**src/rtl/cds_conv_pkg.sv**
```systemverilog
package cds_conv_pkg;

   localparam int M_LOG2_MAX = 8;
   localparam int LM_LIMIT   = 256;
   localparam int ACQ_W      = 5;

   typedef enum logic [2:0] {
      PH_IDLE,
      PH_RST,
      PH_ACQ,
      PH_INIT,
      PH_FIN
   } phase_t;

   typedef struct packed {
      logic [1:0] k;
      logic [3:0] m_log2;
      logic       straight;
      logic       bipolar;
   } mode_t;

   // acquisition window length for each acquisition code
   function automatic logic [ACQ_W-1:0] acq_clocks(input logic [1:0] k);
      case (k)
         2'b10:   return ACQ_W'(15);
         2'b11:   return ACQ_W'(31);
         default: return '0;
      endcase
   endfunction

   function automatic logic cds_on(input logic [1:0] k);
      return k != 2'b00;
   endfunction

endpackage

```
**src/rtl/cds_cfg_check.sv**
```systemverilog
module cds_cfg_check
   import cds_conv_pkg::*;
#(
   parameter int L_W = 9
) (
   input  mode_t          mode,
   input  logic [L_W-1:0] l_num,
   output logic           legal
);

   localparam int PROD_W = L_W + 16;

   logic [PROD_W-1:0] lm_prod;
   logic              m_ok;
   logic              l_ok;
   logic              lm_ok;
   logic              fmt_ok;

   always_comb begin
      lm_prod = PROD_W'(l_num) << mode.m_log2;
      m_ok    = mode.m_log2 <= 4'(M_LOG2_MAX);
      l_ok    = l_num != '0;
      lm_ok   = lm_prod <= PROD_W'(LM_LIMIT);
      fmt_ok  = !(mode.bipolar && mode.straight && cds_on(mode.k));
      legal   = m_ok && l_ok && lm_ok && fmt_ok;
   end

endmodule

```
**src/rtl/cds_phase_ctl.sv**
```systemverilog
module cds_phase_ctl
   import cds_conv_pkg::*;
#(
   parameter int L_W = 9
) (
   input  logic             clk,
   input  logic             rst_n,
   input  logic             go,
   input  logic             abort,
   input  logic             cds,
   input  logic [ACQ_W-1:0] acq_len,
   input  logic [3:0]       m_log2,
   input  logic [L_W-1:0]   l_num,
   input  logic             smp_valid,
   output logic             take_init,
   output logic             take_fin,
   output logic             fin_last,
   output logic             conv_last
);

   localparam int CNT_W = M_LOG2_MAX + 1;

   phase_t           phase;
   logic [CNT_W-1:0] smp_cnt;
   logic [CNT_W-1:0] m_top;
   logic [ACQ_W-1:0] acq_cnt;
   logic [L_W-1:0]   integ_cnt;
   logic             quiet;
   logic             pt_full;
   phase_t           after_acq;

   always_comb begin
      m_top     = (CNT_W'(1) << m_log2) - CNT_W'(1);
      quiet     = !go && !abort;
      pt_full   = smp_cnt == m_top;
      after_acq = cds ? PH_INIT : PH_FIN;
      take_init = quiet && (phase == PH_INIT) && smp_valid;
      take_fin  = quiet && (phase == PH_FIN) && smp_valid;
      fin_last  = take_fin && pt_full;
      conv_last = fin_last && (integ_cnt == l_num - L_W'(1));
   end

   always_ff @(posedge clk) begin
      if (!rst_n) begin
         phase     <= PH_IDLE;
         smp_cnt   <= '0;
         acq_cnt   <= '0;
         integ_cnt <= '0;
      end else if (go) begin
         phase     <= PH_RST;
         smp_cnt   <= '0;
         acq_cnt   <= '0;
         integ_cnt <= '0;
      end else if (abort) begin
         phase     <= PH_IDLE;
      end else begin
         case (phase)
            PH_RST: begin
               acq_cnt <= '0;
               phase   <= (acq_len != '0) ? PH_ACQ : after_acq;
            end
            PH_ACQ: begin
               if (acq_cnt == acq_len - ACQ_W'(1)) begin
                  phase <= after_acq;
               end else begin
                  acq_cnt <= acq_cnt + ACQ_W'(1);
               end
            end
            PH_INIT: begin
               if (take_init) begin
                  if (pt_full) begin
                     smp_cnt <= '0;
                     phase   <= PH_FIN;
                  end else begin
                     smp_cnt <= smp_cnt + CNT_W'(1);
                  end
               end
            end
            PH_FIN: begin
               if (take_fin) begin
                  if (pt_full) begin
                     smp_cnt <= '0;
                     if (conv_last) begin
                        phase <= PH_IDLE;
                     end else begin
                        integ_cnt <= integ_cnt + L_W'(1);
                        phase     <= PH_RST;
                     end
                  end else begin
                     smp_cnt <= smp_cnt + CNT_W'(1);
                  end
               end
            end
            default: phase <= PH_IDLE;
         endcase
      end
   end

endmodule

```
**src/rtl/cds_point_acc.sv**
```systemverilog
module cds_point_acc
   import cds_conv_pkg::*;
#(
   parameter int SMP_W = 20,
   parameter int L_W   = 9,
   parameter int ACC_W = SMP_W + 1 + L_W
) (
   input  logic                    clk,
   input  logic                    rst_n,
   input  logic                    clr,
   input  logic                    take_init,
   input  logic                    take_fin,
   input  logic                    fin_last,
   input  logic                    cds,
   input  logic [3:0]              m_log2,
   input  logic signed [SMP_W-1:0] smp,
   output logic signed [ACC_W-1:0] acc_next
);

   localparam int SUM_W  = SMP_W + M_LOG2_MAX;
   localparam int DIFF_W = SMP_W + 1;

   logic signed [SUM_W-1:0]  sum_init;
   logic signed [SUM_W-1:0]  sum_fin;
   logic signed [SUM_W-1:0]  smp_ext;
   logic signed [SUM_W-1:0]  fin_total;
   logic signed [SUM_W-1:0]  fin_shr;
   logic signed [SUM_W-1:0]  init_shr;
   logic signed [DIFF_W-1:0] fin_avg;
   logic signed [DIFF_W-1:0] init_avg;
   logic signed [DIFF_W-1:0] delta;
   logic signed [ACC_W-1:0]  acc;

   always_comb begin
      smp_ext   = {{(SUM_W-SMP_W){smp[SMP_W-1]}}, smp};
      fin_total = sum_fin + smp_ext;
      fin_shr   = fin_total >>> m_log2;
      init_shr  = sum_init >>> m_log2;
      fin_avg   = DIFF_W'(fin_shr);
      init_avg  = DIFF_W'(init_shr);
      delta     = cds ? (fin_avg - init_avg) : fin_avg;
      acc_next  = acc + ACC_W'(delta);
   end

   always_ff @(posedge clk) begin
      if (!rst_n || clr) begin
         sum_init <= '0;
         sum_fin  <= '0;
         acc      <= '0;
      end else begin
         if (take_init) begin
            sum_init <= sum_init + smp_ext;
         end
         if (fin_last) begin
            sum_init <= '0;
            sum_fin  <= '0;
            acc      <= acc_next;
         end else if (take_fin) begin
            sum_fin  <= fin_total;
         end
      end
   end

endmodule

```
**src/rtl/cds_out_fmt.sv**
```systemverilog
module cds_out_fmt #(
   parameter int ACC_W    = 30,
   parameter int OUT_W    = 20,
   parameter bit SATURATE = 1'b1
) (
   input  logic signed [ACC_W-1:0] v,
   input  logic                    straight,
   input  logic                    bipolar,
   input  logic                    cds,
   output logic [OUT_W:0]          code
);

   localparam longint HEAD_L = longint'(1) << (OUT_W - 8);
   localparam longint HALF_L = longint'(1) << (OUT_W - 1);
   localparam longint FULL_L = longint'(1) << OUT_W;
   localparam logic signed [ACC_W-1:0] HEAD = ACC_W'(HEAD_L);
   localparam logic signed [ACC_W-1:0] HALF = ACC_W'(HALF_L);
   localparam logic signed [ACC_W-1:0] FULL = ACC_W'(FULL_L);
   localparam logic signed [ACC_W-1:0] ONE  = ACC_W'(1);

   logic signed [ACC_W-1:0] lo;
   logic signed [ACC_W-1:0] hi;
   logic signed [ACC_W-1:0] off;
   logic signed [ACC_W-1:0] clamped;
   logic signed [ACC_W-1:0] shifted;

   always_comb begin
      case ({bipolar, straight})
         2'b00: begin lo = -HEAD;        hi = FULL - ONE;        off = '0;   end
         2'b01: begin lo = -HEAD;        hi = FULL - ONE - HEAD; off = HEAD; end
         2'b10: begin lo = -HALF - HEAD; hi = HALF - ONE;        off = cds ? '0 : HALF; end
         default: begin lo = -HALF;      hi = HALF - ONE;        off = HALF; end
      endcase
   end

   generate
      if (SATURATE) begin : g_sat
         always_comb begin
            if (v < lo)      clamped = lo;
            else if (v > hi) clamped = hi;
            else             clamped = v;
         end
      end else begin : g_wrap
         always_comb clamped = v;
      end
   endgenerate

   always_comb begin
      shifted = clamped + off;
      code    = shifted[OUT_W:0];
   end

endmodule

```
**src/rtl/cds_conv_seq.sv**
```systemverilog
module cds_conv_seq
   import cds_conv_pkg::*;
#(
   parameter int SMP_W = 20,
   parameter int OUT_W = 20,
   parameter int L_W   = 9
) (
   input  logic             clk,
   input  logic             rst_n,
   input  logic             start,
   input  logic [1:0]       cfg_k,
   input  logic [3:0]       cfg_m_log2,
   input  logic [L_W-1:0]   cfg_l,
   input  logic             cfg_straight,
   input  logic             cfg_bipolar,
   input  logic             smp_valid,
   input  logic [SMP_W-1:0] smp_data,
   output logic [OUT_W:0]   res_data,
   output logic             res_valid,
   output logic             res_err
);

   localparam int ACC_W = SMP_W + 1 + L_W;

   generate
      if (L_W < 9) begin : g_bad_lw
         $error("L_W must hold an L of 256");
      end
      if (OUT_W < 9) begin : g_bad_ow
         $error("OUT_W too small for the headroom code");
      end
      if (SMP_W > OUT_W) begin : g_bad_sw
         $error("SMP_W must not exceed OUT_W");
      end
   endgenerate

   mode_t                   mode_in;
   mode_t                   lat;
   logic [L_W-1:0]          lat_l;
   logic                    legal;
   logic                    go;
   logic                    abort;
   logic                    lat_cds;
   logic                    lat_straight;
   logic                    lat_bipolar;
   logic                    take_init;
   logic                    take_fin;
   logic                    fin_last;
   logic                    conv_last;
   logic signed [ACC_W-1:0] acc_next;
   logic [OUT_W:0]          fmt_code;

   always_comb begin
      mode_in.k        = cfg_k;
      mode_in.m_log2   = cfg_m_log2;
      mode_in.straight = cfg_straight;
      mode_in.bipolar  = cfg_bipolar;
      go               = start && legal;
      abort            = start && !legal;
      lat_cds          = cds_on(lat.k);
      lat_straight     = lat.straight;
      lat_bipolar      = lat.bipolar;
   end

   cds_cfg_check #(.L_W(L_W)) u_check (
      .mode  (mode_in),
      .l_num (cfg_l),
      .legal (legal)
   );

   cds_phase_ctl #(.L_W(L_W)) u_phase (
      .clk       (clk),
      .rst_n     (rst_n),
      .go        (go),
      .abort     (abort),
      .cds       (lat_cds),
      .acq_len   (acq_clocks(lat.k)),
      .m_log2    (lat.m_log2),
      .l_num     (lat_l),
      .smp_valid (smp_valid),
      .take_init (take_init),
      .take_fin  (take_fin),
      .fin_last  (fin_last),
      .conv_last (conv_last)
   );

   cds_point_acc #(.SMP_W(SMP_W), .L_W(L_W), .ACC_W(ACC_W)) u_acc (
      .clk       (clk),
      .rst_n     (rst_n),
      .clr       (go),
      .take_init (take_init),
      .take_fin  (take_fin),
      .fin_last  (fin_last),
      .cds       (lat_cds),
      .m_log2    (lat.m_log2),
      .smp       (smp_data),
      .acc_next  (acc_next)
   );

   cds_out_fmt #(.ACC_W(ACC_W), .OUT_W(OUT_W), .SATURATE(1'b1)) u_fmt (
      .v        (acc_next),
      .straight (lat.straight),
      .bipolar  (lat.bipolar),
      .cds      (lat_cds),
      .code     (fmt_code)
   );

   always_ff @(posedge clk) begin
      if (!rst_n) begin
         lat       <= '0;
         lat_l     <= L_W'(1);
         res_data  <= '0;
         res_valid <= 1'b0;
         res_err   <= 1'b0;
      end else begin
         if (go) begin
            lat   <= mode_in;
            lat_l <= cfg_l;
         end
         res_valid <= conv_last;
         res_err   <= abort;
         if (conv_last) begin
            res_data <= fmt_code;
         end
      end
   end

endmodule

```
**config.mk**
```make
export PLATFORM = sky130hd
export DESIGN_NAME = cds_conv_seq
export DESIGN_NICKNAME = d
export VERILOG_FILES = /design/src/rtl/cds_conv_pkg.sv /design/src/rtl/cds_cfg_check.sv /design/src/rtl/cds_phase_ctl.sv /design/src/rtl/cds_point_acc.sv /design/src/rtl/cds_out_fmt.sv /design/src/rtl/cds_conv_seq.sv
export SDC_FILE = /design/constraint.sdc
export NUM_CORES = 1
export LEC_CHECK = 0
export BUFFER_PORTS_ARGS = -buffer_cell sky130_fd_sc_hd__buf_2
export CAP_MARGIN = 20
export CORE_ASPECT_RATIO = 0.7
export CORE_MARGIN = 5
export CORE_UTILIZATION = 30
export CTS_BUF_LIST = sky130_fd_sc_hd__clkbuf_4 sky130_fd_sc_hd__clkbuf_8
export DETAILED_ROUTE_END_ITERATION = 16
export GPL_TIMING_DRIVEN = 0
export PLACE_DENSITY_LB_ADDON = 0.1
export SYNTH_ARGS = -nofsm -noshare
export SYNTH_HDL_FRONTEND = slang
export SYNTH_HIERARCHICAL = 1
export SYNTH_SLANG_ARGS = --single-unit
```
**constraint.sdc**
```tcl
create_clock -name clk -period 12.2 [get_ports clk]
set_input_delay 0 -clock clk [delete_from_list [all_inputs] [get_ports clk]]
set_output_delay 0 -clock clk [all_outputs]
set_load 0.005 [all_outputs]
```
==> metrics.md <==
| Metric | Value |
|---|---|
| Status | finished clean |
| Postcts setup bufs | 0 |
| Synthesized net count | roughly 2200 |
| CP Class | reg -> reg |
| Startpoint Class | flop |
| Grt met3 use | 0.0365 |
| Synth area leaders | dfxtp_1, mux2i_1, ha_1, nor2_1, mux4_2 |
| Hpwl dp | 42000 um |
| Sequential area share after synthesis | 0.191 |
| First-pass GRT wire length | about 84000 um |
| # fillers | 5577 |
| Top Ports | 64 |
| Crit share post-route | 0.922 |
| Largest net degree at the start of global routing | 19 |
| First-pass detailed-route iteration total | 5 |
| Htree depth | 4 |
| Post-route cell area | about 0.018 mm2 |
| Initial Util | 0.304 |
| Worst-Margin Slew | about 0.98 ns |
| Cell mode on critical path | a21oi_1 |
| Synth Cell Area | about 0.016 mm2 |
| Internal power | around 800 uW |
| Root Driver | clkbuf_8 |
| GR Util met1 | 0.283 |
| Vias/cell | 5.42 |
| Drt total wl | 52700 um |
| Cts bufs inserted | 17 |
| Core Util, Final | 0.341 |
| Layout cells sized above 1 | 0.111 |
| Nets | between 2000 and 2500 |
| Switching power | around 410 uW |
| Fmax | between 0.08 and 0.09 GHz |
| Final setup violation count | 0 |
| Instance count of the mapped netlist | between 2000 and 2500 |
| M2 GR Usage | 0.253 |
| Post-synth EDFFs | 0 |
| Placed inst area | about 0.017 mm2 |
| Cell variety after synth | 96 |
| Clock sink count | roughly 150 |
| Rel. slew slack | 0.347 |
| RePlAce Congestion | 0.913 |
| Clock Skews | approximately 0.024 ns |
| Die height | 203 um |
| Critical Path Sink Type | flop |
| Synth top area share | 0.191 |
| Ys Warns | 6 |
| Row Count | 70 |
| DIE WIDTH | ~290 um |
| Crit Path Max Fanout | 10 |
| Primary FF master, synth | dfxtp_1 |
| Area leader, netlist | dfxtp_1 |
| Setup TNS Final | 0 ns |
| Asr flop ratio synth | 0 |
| Max IR drop VDD | 61.5 uV |
| Post-route DRC violation count | 0 |
| P_leak | 0.00717 uW |
| Worst-Skew Late Latency | 0.55 ns |
| Port buffer count | between 60 and 70 |
| Worst EP required | about 13 ns |
| Core area | between 0.05 and 0.06 mm2 |
| Routed Antenna Nets | 0 |
| Fin. Hold Viols | 0 |
| Vias | roughly 15000 |
| Power share of the clock group | 0.369 |
| WL/cell | roughly 19 um |
| Mean Syn Cell Area | 7.93 um2 |
| Vias in the first global route | approximately 15000 |
| Max Cap Violations | 0 |
| Yosys reg bits | about 150 |
| DR iter-0 viols | 919 |
| Initial antenna violation count | 2 |
| Crit path largest cell delay | ~0.53 ns |
| CTS tree | built |
| Area growth syn-to-layout | 12.1% |
| Crit-path slowest cell | mux4_2 |
| Clock-pin slew on the worst setup and hold paths | roughly 0.11 ns |
| Max-slew violations | 0 |
| Critical path arrival | between 10 and 15 ns |
| Total gr overflow | 0 |
| Sw frac | 0.344 |
| Unrepaired setup endpoints after global routing | no |
| Crit path launch | u_acc/sum_fin[0]$_SDFFE_PP0P_ |
| GR peak layer | met1 |
| Total Power | between 1000 and 1500 uW |
| Global-route usage over all layers | 0.179 |
| Minimum clock period | 11.25 ns |
| Combinational share of power | 0.215 |
| Startpoint of the worst hold path | smp_data[3] |
| Hold Crit Class | in -> reg |
| Seq pwr share | 0.415 |
| Clock Tree Buf Depth | 2 |
| Pwr per Cell Area | approximately 67 mW/mm2 |
| Die area | slightly below 0.06 mm2 |
| FF-to-FF Start | u_acc/sum_fin[0]$_SDFFE_PP0P_ |
sequential cells by signal (all words and copies together), names as in the netlist, 3 cells and up:
register	flops
lat	6
lat_l	9
res_data	21
u_acc/acc	30
u_acc/sum_fin	28
u_acc/sum_init	28
u_phase/acq_cnt	5
u_phase/integ_cnt	9
u_phase/phase	3
u_phase/smp_cnt	9
metal layers:
| metal | share of wire | vias up |
|---|---|---|
| met2 | 0.40 | 301 |
| met3 | 0.048 | 34 |
| met4 | 0.0086 | 0 |
| li1 | - | 7619 |
| met5 | 0 | - |
| met1 | 0.54 | 7319 |
stage by stage:
step | hold slack, ns | cells | setup slack [ns]
after floorplan | 0.143 | 2009 | 2.62
after global placement | 0.290 | 2755 | 0.259
after detailed placement | 0.283 | 2755 | 0.262
after CTS | 0.00474 | 2817 | 0.199
after global routing | 0.0596 | 2817 | 0.0466
final | 0.0470 | 2818 | 0.947
synthesized netlist by cell type, types with 8 or more instances:
cell type,number
nor2_1,208
buf_1,19
and3_1,18
and2_1,17
mux2i_1,152
o21ai_1,11
nand2b_1,28
nand4_1,40
o221ai_1,8
inv_1,64
nand3_1,59
buf_2,16
nor3_1,39
nand2_1,185
nor3b_1,8
xnor2_1,70
mux2_2,22
o21a_1,17
nor4_1,10
ha_1,117
mux4_2,32
o21ai_0,81
buf_6,8
a211o_1,12
dfxtp_1,152
a31oi_1,27
o31ai_1,11
or4_1,12
o21bai_1,14
a21oi_1,136
nor2b_1,43
a211oi_1,31
o211ai_1,12
clkbuf_1,62
o21ai_2,9
a21o_1,49
or2_2,11
or3_1,13
xor2_1,52
power by group through the flow:
stage / Combinational, uW / Sequential, uW / Clock [uW]
2_1_floorplan: 176 / 508 / 0
3_3_place_gp: 248 / 509 / 0
5_1_grt: 284 / 497 / 482
6_report: 257 / 497 / 442
3_5_place_dp: 248 / 509 / 0
4_1_cts: 255 / 497 / 462
path summary, 6_finish.rpt:
| kind | to | slack (ns) | depth (start not counted) |
|---|---|---|---|
| worst max-delay path | res_data[16]$_SDFFE_PN0P_ | 0.95 | 49 |
| worst max register to register | res_data[16]$_SDFFE_PN0P_ | 0.95 | 49 |
| worst min-delay path | u_acc/sum_init[3]$_SDFFE_PP0P_ | 0.05 | 5 |
| worst min register to register | lat[6]$_SDFFE_PN0P_ | 0.48 | 2 |
cell usage in the layout (no fill, tap or decap), drive strengths merged, types with 11 or more instances in the layout:
| cell type | instances |
|---|---|
| a21oi | 140 |
| nor3 | 39 |
| mux2i | 152 |
| and3 | 19 |
| nor2b | 43 |
| ha | 117 |
| o21a | 17 |
| dlygate4sd3 | 30 |
| nor4 | 11 |
| o31ai | 13 |
| or4 | 12 |
| buf | 106 |
| and2 | 18 |
| a211oi | 32 |
| or3 | 13 |
| xor2 | 52 |
| a31oi | 27 |
| mux2 | 25 |
| clkbuf | 81 |
| mux4 | 33 |
| inv | 75 |
| nand4 | 40 |
| o211ai | 14 |
| a21o | 49 |
| o21ai | 101 |
| dfxtp | 152 |
| nand3 | 60 |
| xnor2 | 70 |
| nand2 | 186 |
| nand2b | 28 |
| or2 | 12 |
| o21bai | 14 |
| nor2 | 209 |
| a211o | 12 |
timing repair:
action                                  in CTS  in global routing
hold buffers                                30                  0
hold endpoints to repair                    24                  0
resized for setup                            0                 12
endpoints found under the setup margin       0                  8
logic make-up (layout without fill, tap and decap cells):
logic type / count (synthesis) / in the layout / synth area share
other: 0 / 2 / 0
AOI/OAI and AO/OA: 508 / 508 / 0.216
and+or+nand+nor: 717 / 717 / 0.218
muxes: 210 / 210 / 0.160
DFF: 152 / 152 / 0.191
buffers and inverters: 177 / 300 / 0.0485
adders and majority gates: 121 / 121 / 0.0969
xor gates and xnor gates: 124 / 124 / 0.0699
layout make-up:
| type | count | area [um2] | area share |
|---|---|---|---|
| Multi-Input combinational cell | 1680 | 12200 | 0.681 |
| Antenna cell | 2 | 5.00 | 0.000280 |
| Sequential cell | 152 | 3040 | 0.170 |
| Buffer | 108 | 517 | 0.0289 |
| Timing Repair Buffer | 92 | 611 | 0.0342 |
| Clock buffer | 17 | 234 | 0.0131 |
| Clock inverter | 15 | 180 | 0.0101 |
| Tap cell | 684 | 856 | 0.0479 |
| Inverter | 68 | 255 | 0.0143 |
worst max-delay path, delay by kind of cell (launching register included):
| family | cells | cell delay, ns |
|---|---|---|
| multiplexers | 3 | 0.88 |
| buffers and inverters | 2 | 0.20 |
| AND/OR/NAND/NOR | 6 | 1.08 |
| adder cells (fa/ha/maj) | 6 | 2.05 |
| XOR/XNOR | 4 | 0.82 |
| flip-flops | 1 | 0.35 |
| AO/OA/AOI/OAI | 28 | 5.77 |
(Power assumes the default switching activity.)
